<file path="src/rtl/refresh_pkg.sv">
package refresh_pkg;

  typedef enum logic [1:0] {
    PH_WAIT = 2'd0,
    PH_INIT = 2'd1,
    PH_RUN  = 2'd2
  } phase_e;

  // control -> datapath
  typedef struct packed {
    logic waitCount;
    logic initCount;
    logic runTimer;
    logic takeOwed;
    logic advanceRow;
  } strobe_s;

  // datapath -> control
  typedef struct packed {
    logic waitDone;
    logic initLast;
    logic owed;
  } status_s;

endpackage

</file>
<file path="src/rtl/refresh_datapath.sv">
module refresh_datapath
  import refresh_pkg::*;
#(
  parameter int STARTUP_CYCLES = 50000,
  parameter int INIT_REFRESHES = 8,
  parameter int ROW_W          = 10,
  parameter int INTERVAL       = 3906,
  parameter int PEND_MAX       = 7
) (
  input  logic             clk,
  input  logic             rstN,
  input  strobe_s          strobe,
  output status_s          stat,
  output logic [ROW_W-1:0] rowAddr
);

  localparam int WAIT_W  = $clog2(STARTUP_CYCLES + 1);
  localparam int INIT_W  = $clog2(INIT_REFRESHES + 1);
  localparam int TIMER_W = $clog2(INTERVAL + 1);
  localparam int PEND_W  = $clog2(PEND_MAX + 1);

  logic [WAIT_W-1:0]  waitCnt;
  logic [INIT_W-1:0]  initCnt;
  logic [TIMER_W-1:0] timerQ;
  logic [PEND_W-1:0]  pendQ;
  logic               tick;

  assign tick          = strobe.runTimer && (timerQ == TIMER_W'(INTERVAL - 1));
  assign stat.waitDone = strobe.waitCount && (waitCnt == WAIT_W'(STARTUP_CYCLES - 1));
  assign stat.initLast = (initCnt == INIT_W'(INIT_REFRESHES - 1));
  assign stat.owed     = (pendQ != '0);

  // power-up wait counter
  always_ff @(posedge clk) begin
    if (!rstN)                 waitCnt <= '0;
    else if (strobe.waitCount) waitCnt <= waitCnt + 1'b1;
  end

  // start-up refresh counter
  always_ff @(posedge clk) begin
    if (!rstN)                 initCnt <= '0;
    else if (strobe.initCount) initCnt <= initCnt + 1'b1;
  end

  // refresh interval timer
  always_ff @(posedge clk) begin
    if (!rstN)                timerQ <= '0;
    else if (tick)            timerQ <= '0;
    else if (strobe.runTimer) timerQ <= timerQ + 1'b1;
  end

  // owed refresh count, saturating
  always_ff @(posedge clk) begin
    if (!rstN) begin
      pendQ <= '0;
    end else begin
      unique case ({tick, strobe.takeOwed})
        2'b10:   if (pendQ != PEND_W'(PEND_MAX)) pendQ <= pendQ + 1'b1;
        2'b01:   pendQ <= pendQ - 1'b1;
        default: pendQ <= pendQ;
      endcase
    end
  end

  // row counter for row-only refresh
  always_ff @(posedge clk) begin
    if (!rstN)                  rowAddr <= '0;
    else if (strobe.advanceRow) rowAddr <= rowAddr + 1'b1;
  end


  pend_sat_chk: assert property (@(posedge clk) disable iff (!rstN)
    (pendQ == PEND_W'(PEND_MAX) && tick && !strobe.takeOwed) |=> (pendQ == PEND_W'(PEND_MAX)));


  row_step_chk: assert property (@(posedge clk) disable iff (!rstN)
    strobe.advanceRow |=> (rowAddr == $past(rowAddr) + 1'b1));


  row_hold_chk: assert property (@(posedge clk) disable iff (!rstN)
    !strobe.advanceRow |=> $stable(rowAddr));

endmodule

</file>
<file path="src/rtl/refresh_ctrl.sv">
module refresh_ctrl
  import refresh_pkg::*;
(
  input  logic    clk,
  input  logic    rstN,
  input  logic    refGrant,
  input  logic    cbrMode,
  input  status_s stat,
  output strobe_s strobe,
  output logic    refReq,
  output logic    memReady
);

  phase_e phaseQ, phaseD;
  logic   accept;
  logic   wantWork;

  assign accept   = refReq && refGrant;
  assign wantWork = (phaseQ == PH_INIT) || (phaseQ == PH_RUN && stat.owed);
  assign memReady = (phaseQ == PH_RUN);

  always_comb begin
    strobe.waitCount  = (phaseQ == PH_WAIT);
    strobe.initCount  = (phaseQ == PH_INIT) && accept;
    strobe.runTimer   = (phaseQ == PH_RUN);
    strobe.takeOwed   = (phaseQ == PH_RUN) && accept;
    strobe.advanceRow = accept && !cbrMode;
  end

  always_comb begin
    phaseD = phaseQ;
    unique case (phaseQ)
      PH_WAIT: if (stat.waitDone)           phaseD = PH_INIT;
      PH_INIT: if (accept && stat.initLast) phaseD = PH_RUN;
      default: phaseD = phaseQ;
    endcase
  end

  always_ff @(posedge clk) begin
    if (!rstN) begin
      phaseQ <= PH_WAIT;
      refReq <= 1'b0;
    end else begin
      phaseQ <= phaseD;
      refReq <= wantWork && !accept;
    end
  end


  req_drop_chk: assert property (@(posedge clk) disable iff (!rstN)
    (refReq && refGrant) |=> !refReq);


  ready_hold_chk: assert property (@(posedge clk) disable iff (!rstN)
    memReady |=> memReady);


  quiet_wait_chk: assert property (@(posedge clk) disable iff (!rstN)
    refReq |-> (phaseQ != PH_WAIT));


  idle_grant_chk: assert property (@(posedge clk) disable iff (!rstN)
    (!refReq && phaseQ == PH_INIT) |=> (phaseQ == PH_INIT));

endmodule

</file>
<file path="src/rtl/dram_refresh_sched.sv">
module dram_refresh_sched
  import refresh_pkg::*;
#(
  parameter int STARTUP_CYCLES        = 50000,
  parameter int INIT_REFRESHES        = 8,
  parameter int ROW_W                 = 10,
  parameter int REFRESH_PERIOD_CYCLES = 4000000,
  parameter int PEND_MAX              = 7
) (
  input  logic             clk,
  input  logic             rstN,
  input  logic             cbrMode,
  input  logic             refGrant,
  output logic             refReq,
  output logic             memReady,
  output logic [ROW_W-1:0] refRow
);

  localparam int INTERVAL = REFRESH_PERIOD_CYCLES / (1 << ROW_W);

  strobe_s strobe;
  status_s stat;

  refresh_ctrl u_ctrl (
    .clk      (clk),
    .rstN     (rstN),
    .refGrant (refGrant),
    .cbrMode  (cbrMode),
    .stat     (stat),
    .strobe   (strobe),
    .refReq   (refReq),
    .memReady (memReady)
  );

  refresh_datapath #(
    .STARTUP_CYCLES (STARTUP_CYCLES),
    .INIT_REFRESHES (INIT_REFRESHES),
    .ROW_W          (ROW_W),
    .INTERVAL       (INTERVAL),
    .PEND_MAX       (PEND_MAX)
  ) u_dp (
    .clk     (clk),
    .rstN    (rstN),
    .strobe  (strobe),
    .stat    (stat),
    .rowAddr (refRow)
  );

endmodule

</file>
<file path="config.mk">
export PLATFORM = sky130hd
export DESIGN_NAME = dram_refresh_sched
export DESIGN_NICKNAME = d
export VERILOG_FILES = /design/src/rtl/refresh_pkg.sv /design/src/rtl/refresh_datapath.sv /design/src/rtl/refresh_ctrl.sv /design/src/rtl/dram_refresh_sched.sv
export SDC_FILE = /design/constraint.sdc
export NUM_CORES = 1
export LEC_CHECK = 0
export BUFFER_PORTS_ARGS = -buffer_cell sky130_fd_sc_hd__buf_2
export CORE_MARGIN = 4
export CORE_UTILIZATION = 53
export CTS_CLUSTER_DIAMETER = 150
export DETAILED_ROUTE_END_ITERATION = 16
export GPL_TIMING_DRIVEN = 0
export PLACE_DENSITY_LB_ADDON = 0.05
export SYNTH_ARGS = -nofsm -noshare
export SYNTH_HDL_FRONTEND = slang
export SYNTH_HIERARCHICAL = 1
export SYNTH_SLANG_ARGS = --single-unit
</file>
<file path="constraint.sdc">
create_clock -name clk -period 3 [get_ports clk]
set_input_delay 0.15 -clock clk [delete_from_list [all_inputs] [get_ports clk]]
set_output_delay 0.15 -clock clk [all_outputs]
set_load 0.05 [all_outputs]
</file>
# --- Yosys cells after proc, flatten, opt, wreduce, memory -nomap -nowiden ---
# Index checks and enable logic that the tools add are counted.
totals:
  wordCells: 49
  in_bits: 4
  ff_bits: 48
  output_inout_bits: 12
classes:
  muxes: 5
  n_eq_ne: 11
  bitwise_logic: 1
  reduce_logical: 19
  addsub: 6
op_table:
  columns: ["op", "n"]
  rows:
  - ["16-bit by 1-bit adder with 16-bit output, second input constant", 1]
  - ["16-bit == test, second input constant", 1]
  - ["12-bit by 1-bit adder with 12-bit output, second input constant", 1]
  - ["12-bit == test, second input constant", 1]
  - ["10-bit by 1-bit adder with 10-bit output, second input constant", 1]
  - ["1-bit logical AND", 9]
  - ["3-bit one-hot mux with 2 select lines", 1]
  - ["4-bit by 1-bit adder with 4-bit output, second input constant", 1]
  - ["2-bit by 1-bit == test with 1-bit output, second input constant", 2]
  - ["2-bit == test, second input constant", 2]
  - ["4-bit by 3-bit == test with 1-bit output, second input constant", 1]
  - ["2-bit 2-to-1 mux", 2]
  - ["2-bit inequality test, second input constant", 2]
  - ["2-bit one-hot mux with 2 select lines", 1]
  - ["2-bit nonzero test", 2]
  - ["3-bit by 1-bit adder with 3-bit output, second input constant", 1]
  - ["3-bit 2-to-1 mux", 1]
  - ["3-bit inequality test, second input constant", 1]
  - ["3-bit AND reduction", 1]
  - ["3-bit nonzero test", 1]
  - ["3-bit by 1-bit subtractor with 3-bit output, second input constant", 1]
  - ["1-bit zero test", 2]
  - ["2-bit zero test", 1]
  - ["2-bit by 1-bit inequality test with 1-bit output, second input constant", 1]
  - ["other kinds (4)", 4]

# --- Longest topological paths before layout ---
# Gate-level depths: netlist of run 1.
logic_depth:
  depth_word: 5
  depth_mapped: 11
  depth_no_buf: 10

# --- Modules after synthesis ---
# The synthesis of run 1 kept the hierarchy.
by_module_without_submodules:
  columns: ["mod", "instances", "area_per_inst_um2", "cells_each", "seq_area_each_um2"]
  rows:
  - ["refresh_datapath", 1, 2115.8, 241, 900.9]
  - ["refresh_ctrl", 1, 167.7, 19, 60.1]

# --- Worst setup path before layout of run 1 ---
# No wires, ideal clock.
synth_path:
  path_type: "register to register"
  start: "register u_ctrl.phaseQ[1]"
  end: "register u_dp.pendQ[1]"
  period_less_slack_ns: 2.978
  path_buffers: 2
  setup_slack_ns: 0.022
  stages_incl_launch_ff: 10
  arrival_ns: 2.874
  setup_ns: 0.103
  required_time_ns: 2.897
  path_cell_list: "dfxtp_1 nor2b_2 buf_4 buf_6 or4b_4 o31a_1 inv_1 fa_1 and3_1 a2111oi_2"
synth_between:
  elab_chain_len: 5
  elab_cells_between_ends: 9
  cone_classes: "eq/ne: 4; mux: 1; reduce/logical: 4"
synth_rtl:
  columns: ["element", "line", "source"]
  rows:
  - ["start: declaration", "refresh_ctrl.sv:14", "phase_e phaseQ, phaseD;"]
  - ["start signal: assignment", "refresh_ctrl.sv:44", "phaseQ <= phaseD;"]
  - ["2-bit == test *", null, null]
  - ["net memReady", "dram_refresh_sched.sv:15", "output logic memReady,"]
  - ["1-bit logical AND (on tied branches)", "refresh_ctrl.sv:26, refresh_datapath.sv:28", null]
  - ["2-bit == test or 2-bit by 1-bit == test with 1-bit output (tied branches)", "refresh_datapath.sv:57", "unique case ({tick, strobe.takeOwed})"]
  - ["2-bit by 1-bit inequality test with 1-bit output (no line) or 2-bit nonzero test (tied branches)", null, null]
  - ["2-bit AND reduction (no line)", null, null]
  - ["end signal: assignment", "refresh_datapath.sv:58", "2'b10: if (pendQ != PEND_W'(PEND_MAX)) pendQ <= pendQ + 1'b1;"]
  - ["end signal: assignment", "refresh_datapath.sv:59", "2'b01: pendQ <= pendQ - 1'b1;"]
  - ["end signal: assignment", "refresh_datapath.sv:60", "default: pendQ <= pendQ;"]
  - ["end: declaration", "refresh_datapath.sv:25", "logic [PEND_W-1:0] pendQ;"]
# The timed path passes the listed nets; every way through them passes the cells marked *.
# A chain may end at the register's enable or synchronous reset.

==> impl_metrics.json, run 1 <==
{
  "yosys_warnings": 6,
  "area_growth_pct": 11.8,
  "die_area_um2": 5420,
  "synthSimpleGateAreaFrac": 0.288,
  "final_common_cell": "dfxtp_1",
  "tns_ps": 0,
  "die_y_um": 73.6,
  "ys_seq_area_frac": 0.421,
  "cts_tree": "built",
  "tightest_slew_ps": 706,
  "clk_path_buf_depth": 2,
  "criticalPathCategory": "flop to flop",
  "async_flop_share": 0,
  "ctsHoldBuffers": 0,
  "timing.rr.start": "u_ctrl/phaseQ[1]",
  "critPathMaxFanout": 8,
  "drtIter0Drc": 68,
  "max_freq_mhz": 364,
  "p_per_area_nw_per_um2": 461,
  "synth.area.mux_share": 0.0219,
  "synth-edff-count": 0,
  "cts.repair.resized": 0,
  "worstHoldEndpoint": "u_ctrl/refReq",
  "path_clk_slew_ps": 80,
  "max_cap_viol_count": 0,
  "skew_ps": 8.45,
  "rows": 23,
  "ys_types": 44,
  "postRouteAntennaNets": 0,
  "min_path_cells": 2,
  "io_buffers": 15,
  "r2r_slack_ps": 250,
  "r2r-end": "u_dp/pendQ[1]",
  "ys_ff_latch": 48,
  "antenna_found_initial": 0,
  "ios": 16,
  "drc": 0,
  "drt_wl_total_um": 4280,
  "routedWlPerCell_um": 12.8,
  "dp_slack_ps": 218,
  "synth_top_flop_cell": "dfxtp_1",
  "ys_top_cells_by_area": "dfxtp_1 42%, nor2_1 6.6%, xnor2_1 6.1%",
  "cts_buffers": 5,
  "synth-compound-area-share": 0.0784,
  "fillers": 383,
  "post_cts_buffers": 0,
  "hold_violations": 0,
  "synth_nets": 270,
  "ir_worst_vdd_mv": 0.352,
  "start_kind": "flop",
  "start_util": 0.559,
  "gp_congestion": 0.809,
  "crit_arrival_ps": 2950,
  "grt_use_total": 0.173,
  "antenna_cells": 0,
  "htreeDepth": 2,
  "grt_max_degree": 15,
  "relSlewSlack": 0.525,
  "dieWidth_um": 73.6,
  "synth_top_area_cell": "dfxtp_1",
  "drt_first_pass_iters": 4,
  "grt_pass1_vias": 1751,
  "period_share": 0.916,
  "synth_top_family_by_area": "simple AND/OR/NAND/NOR gates",
  "cts.sinks": 48,
  "hpwl_um": 3020,
  "min_period_ps": 2750,
  "cts_root_buf": "clkbuf_8",
  "grt-ovfl-total": 0,
  "synthXorXnorAreaFrac": 0.115,
  "grt_setup_unrepaired": "no",
  "viasPerCell": 5.53,
  "netlist_instances": 260,
  "drive_gt1_frac": 0.127,
  "drv_slew": 0,
  "leakagePower_nw": 0.940,
  "hold_start": "refGrant",
  "hold_class": "input port to flop",
  "num_vias": 1843,
  "endpoint_kind": "flop",
  "grt_pass1_wl_um": 7470,
  "fin_ws_ps": 251,
  "coreArea_um2": 4090,
  "syn-mean-instance-area_um2": 8.78,
  "nNetsFinal": 292,
  "syn-cell-area_um2": 2280,
  "worstRegToRegCells": 9,
  "synth_fa_ha_area_frac": 0.0362,
  "final_cell_mix": "48 x dfxtp_1, 40 x nor2_1, 18 x nand2_1",
  "setup_viol": 0,
  "status": "finished clean",
  "critPathRequiredTime_ps": 3200,
  "clk_latency_ps": 300,
  "synth_top_cell_area_share": 0.421
}
==> how the worst max path moves through the flow <==
stage	endpoint	slack, ps	start
floorplan	u_dp/pendQ[1]	20	u_ctrl/phaseQ[1]
global placement	u_dp/pendQ[1]	310	u_ctrl/phaseQ[1]
detailed placement	u_dp/pendQ[1]	220	u_ctrl/phaseQ[1]
CTS	u_dp/pendQ[1]	200	u_ctrl/phaseQ[1]
global route	u_dp/pendQ[1]	40	u_ctrl/phaseQ[1]
finish	u_dp/pendQ[1]	250	u_ctrl/phaseQ[1]
==> Yosys cell counts, types with 3 or more instances <==
library cell  count
clkbuf_1          3
xnor2_1          16
inv_1            11
or3_1             6
a21oi_1           9
dfxtp_1          48
xor2_1           14
o31ai_1           3
nand2_1          18
or4_1             4
nor3_1           10
nand2b_1          3
nor2_1           40
nand3_1          12
and3_1            5
o21ai_0           6
buf_4             3
nand4_1          11
ha_1              5
mux2i_1           5
nor4_1            5
==> flip-flops by register name (all words and copies together), names as in the netlist <==
| signal | cells |
|---|---|
| u_dp/initCnt | 4 |
| u_dp/timerQ | 12 |
| u_dp/waitCnt | 16 |
| u_dp/rowAddr | 10 |
| u_ctrl/refReq | 1 |
| u_dp/pendQ | 3 |
| u_ctrl/phaseQ | 2 |
==> power by group <==
group          internal (mW)  total (mW)  switching, mW
Clock                  0.294       0.506          0.212
Sequential             0.640       0.645        0.00471
Combinational        0.00780      0.0254         0.0176
Total                  0.942        1.18          0.235
==> cell families (layout without fill, tap and decap cells) <==
| kind of cell | Yosys count | after routing |
|---|---|---|
| multiplexers | 5 | 5 |
| AO/OA/AOI/OAI | 26 | 26 |
| buffers and inverters | 19 | 42 |
| adder cells (fa/ha/maj) | 6 | 6 |
| flip-flops | 48 | 48 |
| AND/OR/NAND/NOR | 126 | 126 |
| XOR/XNOR | 30 | 30 |
==> cell type report <==
| cell class | count | area (um^2) | area share |
|---|---|---|---|
| Clock buffer | 7 | 96.3 | 0.0377 |
| Clock inverter | 1 | 30.0 | 0.0118 |
| Tap cell | 50 | 62.6 | 0.0245 |
| Multi-Input combinational cell | 193 | 1240 | 0.484 |
| Timing Repair Buffer | 15 | 75.1 | 0.0294 |
| Inverter | 11 | 41.3 | 0.0162 |
| Buffer | 8 | 50.0 | 0.0196 |
| Sequential cell | 48 | 961 | 0.376 |
==> worst max-delay path, cell delays in order, from the launching register on <==
cell       delay [ps]
dfxtp_1           410
nor2b_4           210
buf_4             120
buf_6             110
or4b_4            480
o31a_1            320
inv_1             110
fa_1              450
and3_1            180
a2111oi_2         260
==> metal layers <==
| layer | GRT usage | share of wire | vias to the layer above |
|---|---|---|---|
| met3 | 0.0465 | 0.038 | 7 |
| met1 | 0.224 | 0.51 | 860 |
| met5 | 0 | 0 | - |
| met2 | 0.277 | 0.44 | 29 |
| li1 | - | - | 947 |
| met4 | 0.0604 | 0.013 | 0 |
==> stage by stage <==
stage	hold slack [ps]	util	instances	total power, mW	cell area, um^2
final	108	0.625	333	1.18	2550
after floorplan	235	-	260	0.674	2280
after CTS	104	0.623	333	1.19	2550
after global placement	416	0.592	325	0.685	2420
after global routing	111	0.625	333	1.22	2550
after detailed placement	420	0.592	325	0.686	2420
Note: power is estimated with default switching activity, not from simulation.
==> inputs of run 2 (changes only) <==
--- a/config.mk
+++ b/config.mk
@@ -14,5 +14,4 @@
 export PLACE_DENSITY_LB_ADDON = 0.05
 export SYNTH_ARGS = -nofsm -noshare
 export SYNTH_HDL_FRONTEND = slang
-export SYNTH_HIERARCHICAL = 1
 export SYNTH_SLANG_ARGS = --single-unit
==> impl_metrics.json, run 2 <==
{
  "p_per_area_nw_per_um2": 441,
  "multi_input_area_um2": 1240,
  "largest_register_ff_count": 16,
  "top_register": "u_dp.waitCnt",
  "grt_pass1_wl_um": 6890,
  "ir_worst_vdd_mv": 0.210,
  "ys_ff_latch": 48,
  "endpoint_kind": "flop",
  "ys_top_cells_by_area": "dfxtp_1 42%, xor2_1 7.3%, nor2_1 5.4%",
  "clk_latency_ps": 290,
  "synthTopCellsByCount": "48 x dfxtp_1, 33 x nor2_1, 19 x nand2_1, 19 x xor2_1",
  "setup_viol": 0,
  "die_y_um": 73.7,
  "synth_top_area_cell": "dfxtp_1",
  "period_share": 0.739,
  "status": "finished clean",
  "cts_root_buf": "clkbuf_8",
  "path_clk_slew_ps": 80,
  "drv_slew": 0,
  "gp_congestion": 0.792,
  "synthSimpleGateAreaFrac": 0.293,
  "htreeDepth": 2,
  "antenna_cells": 0,
  "synth-edff-count": 0,
  "rows": 23,
  "cp_top_family": "simple AND/OR/NAND/NOR gates",
  "hold_violations": 0,
  "synth_top_family_by_area": "simple AND/OR/NAND/NOR gates",
  "async_flop_share": 0,
  "grt_max_degree": 14,
  "synth_top_flop_cell": "dfxtp_1",
  "ctsHoldBuffers": 0,
  "cpMostUsedCell": "mux2i_1",
  "drt_first_pass_iters": 4,
  "relSlewSlack": 0.672,
  "drive_gt1_frac": 0.130,
  "cts_buffers": 5,
  "max_cap_viol_count": 0,
  "leakagePower_nw": 0.983,
  "critPathRequiredTime_ps": 3230,
  "synth_top_cell_area_share": 0.420,
  "critPathMaxFanout": 10,
  "drtIter0Drc": 47,
  "biggestRegsByFlops": "u_dp.waitCnt: 16 flops, u_dp.timerQ: 12 flops, u_dp.rowAddr: 10 flops",
  "start_util": 0.560,
  "drc": 0,
  "ys_seq_area_frac": 0.420,
  "postRouteAntennaNets": 0,
  "ios": 16,
  "fillers": 367,
  "netlist_instances": 249,
  "io_buffers": 14,
  "nNetsFinal": 280,
  "synth.area.mux_share": 0.0306,
  "synth-compound-area-share": 0.0689,
  "cts.sinks": 48,
  "coreArea_um2": 4090,
  "grt_use_total": 0.159,
  "antenna_found_initial": 0,
  "final_common_cell": "dfxtp_1",
  "grt_pass1_vias": 1582,
  "regArea_um2": 961,
  "tightest_slew_ps": 492,
  "cts_tree": "built",
  "yosys_warnings": 0,
  "crit_chain": "buf_6 > and2b_2 > buf_4 > nand4_1 > nand2_1 > fa_1 > a311o_1 > mux2i_1 > mux2i_1",
  "critPathMaxStageDelay_ps": 380,
  "syn-mean-instance-area_um2": 9.20,
  "clk_path_buf_depth": 2,
  "viasPerCell": 5.38,
  "post_cts_buffers": 0,
  "ys_types": 46,
  "final_cell_mix": "48 x dfxtp_1, 33 x nor2_1, 19 x nand2_1, 19 x xor2_1, 16 x buf_2",
  "total_power_mw": 1.11,
  "cts.repair.resized": 0,
  "worstPathBufferInverterCount": 2,
  "hpwl_um": 2900,
  "max_freq_mhz": 451,
  "crit_arrival_ps": 2450,
  "syn-cell-area_um2": 2290,
  "die_area_um2": 5440,
  "synth_nets": 259,
  "routedWlPerCell_um": 12.7,
  "grt_setup_unrepaired": "no",
  "skew_ps": 4.80,
  "hold_class": "input port to flop",
  "area_growth_pct": 10.1,
  "cpMaxStageDelayCell": "fa_1",
  "min_period_ps": 2220,
  "synth_fa_ha_area_frac": 0.0361,
  "criticalPathCategory": "flop to flop",
  "drt_wl_total_um": 4070,
  "tns_ps": 0,
  "num_vias": 1717,
  "grt-ovfl-total": 0,
  "yosysMostFrequentCell": "dfxtp_1",
  "dieWidth_um": 73.7,
  "start_kind": "flop",
  "synthXorXnorAreaFrac": 0.115
}
==> run 2: cell type report <==
cell class	count	share of cell area
Clock inverter	1	0.0119
Inverter	7	0.0104
Multi-Input combinational cell	184	0.493
Buffer	10	0.0233
Clock buffer	5	0.0273
Sequential cell	48	0.381
Timing Repair Buffer	14	0.0278
Tap cell	50	0.0248
==> run 2: through the flow <==
stage / worst slack, ps / instances / util / area (um^2) / hold WS, ps
floorplan: 838 / 249 / - / 2290 / 258
global placement: 772 / 313 / 0.593 / 2420 / 415
detailed placement: 777 / 313 / 0.593 / 2420 / 426
CTS: 751 / 319 / 0.617 / 2520 / 103
global route: 602 / 319 / 0.617 / 2520 / 131
finish: 782 / 319 / 0.617 / 2520 / 121
==> run 2: worst reg2reg max path: cells and delay by family (launching register included) <==
kind | cells | cell delay (ps)
multiplexers | 2 | 350
flip-flops | 1 | 330
AO/OA/AOI/OAI | 1 | 330
AND/OR/NAND/NOR | 3 | 490
adder cells (fa/ha/maj) | 1 | 380
buffers and inverters | 2 | 290
==> run 2: logic make-up (layout without fill, tap and decap cells) <==
group                    count (synthesis)  count (layout)
AND/OR/NAND/NOR                        116             116
flip-flops                              48              48
XOR/XNOR                                30              30
AO/OA/AOI/OAI                           25              25
buffers and inverters                   17              37
multiplexers                             7               7
adder cells (fa/ha/maj)                  6               6
==> run 2: path summary, 6_finish.rpt <==
path	start	endpoint	slack [ps]	depth (start not counted)
worst max-delay path	u_ctrl.phaseQ[0]	u_dp.pendQ[2]	780	9
worst min-delay path	refGrant	u_ctrl.refReq	120	2
worst max register to register	u_ctrl.phaseQ[0]	u_dp.pendQ[2]	780	9
worst min register to register	u_dp.waitCnt[15]	u_dp.waitCnt[15]	490	2
==> run 2: where the power goes <==
group | total (mW) | switching [mW] | internal [mW]
combinational | 0.0287 | 0.0189 | 0.00985
sequential | 0.643 | 0.00299 | 0.640
clock | 0.441 | 0.202 | 0.239
==> run 2: layer usage <==
| layer | global-route usage | routed length [um] | vias up |
|---|---|---|---|
| li1 | - | - | 913 |
| met5 | 0 | 0 | - |
| met3 | 0.0397 | 104 | 5 |
| met1 | 0.212 | 2060 | 782 |
| met2 | 0.249 | 1850 | 17 |
| met4 | 0.0563 | 50 | 0 |
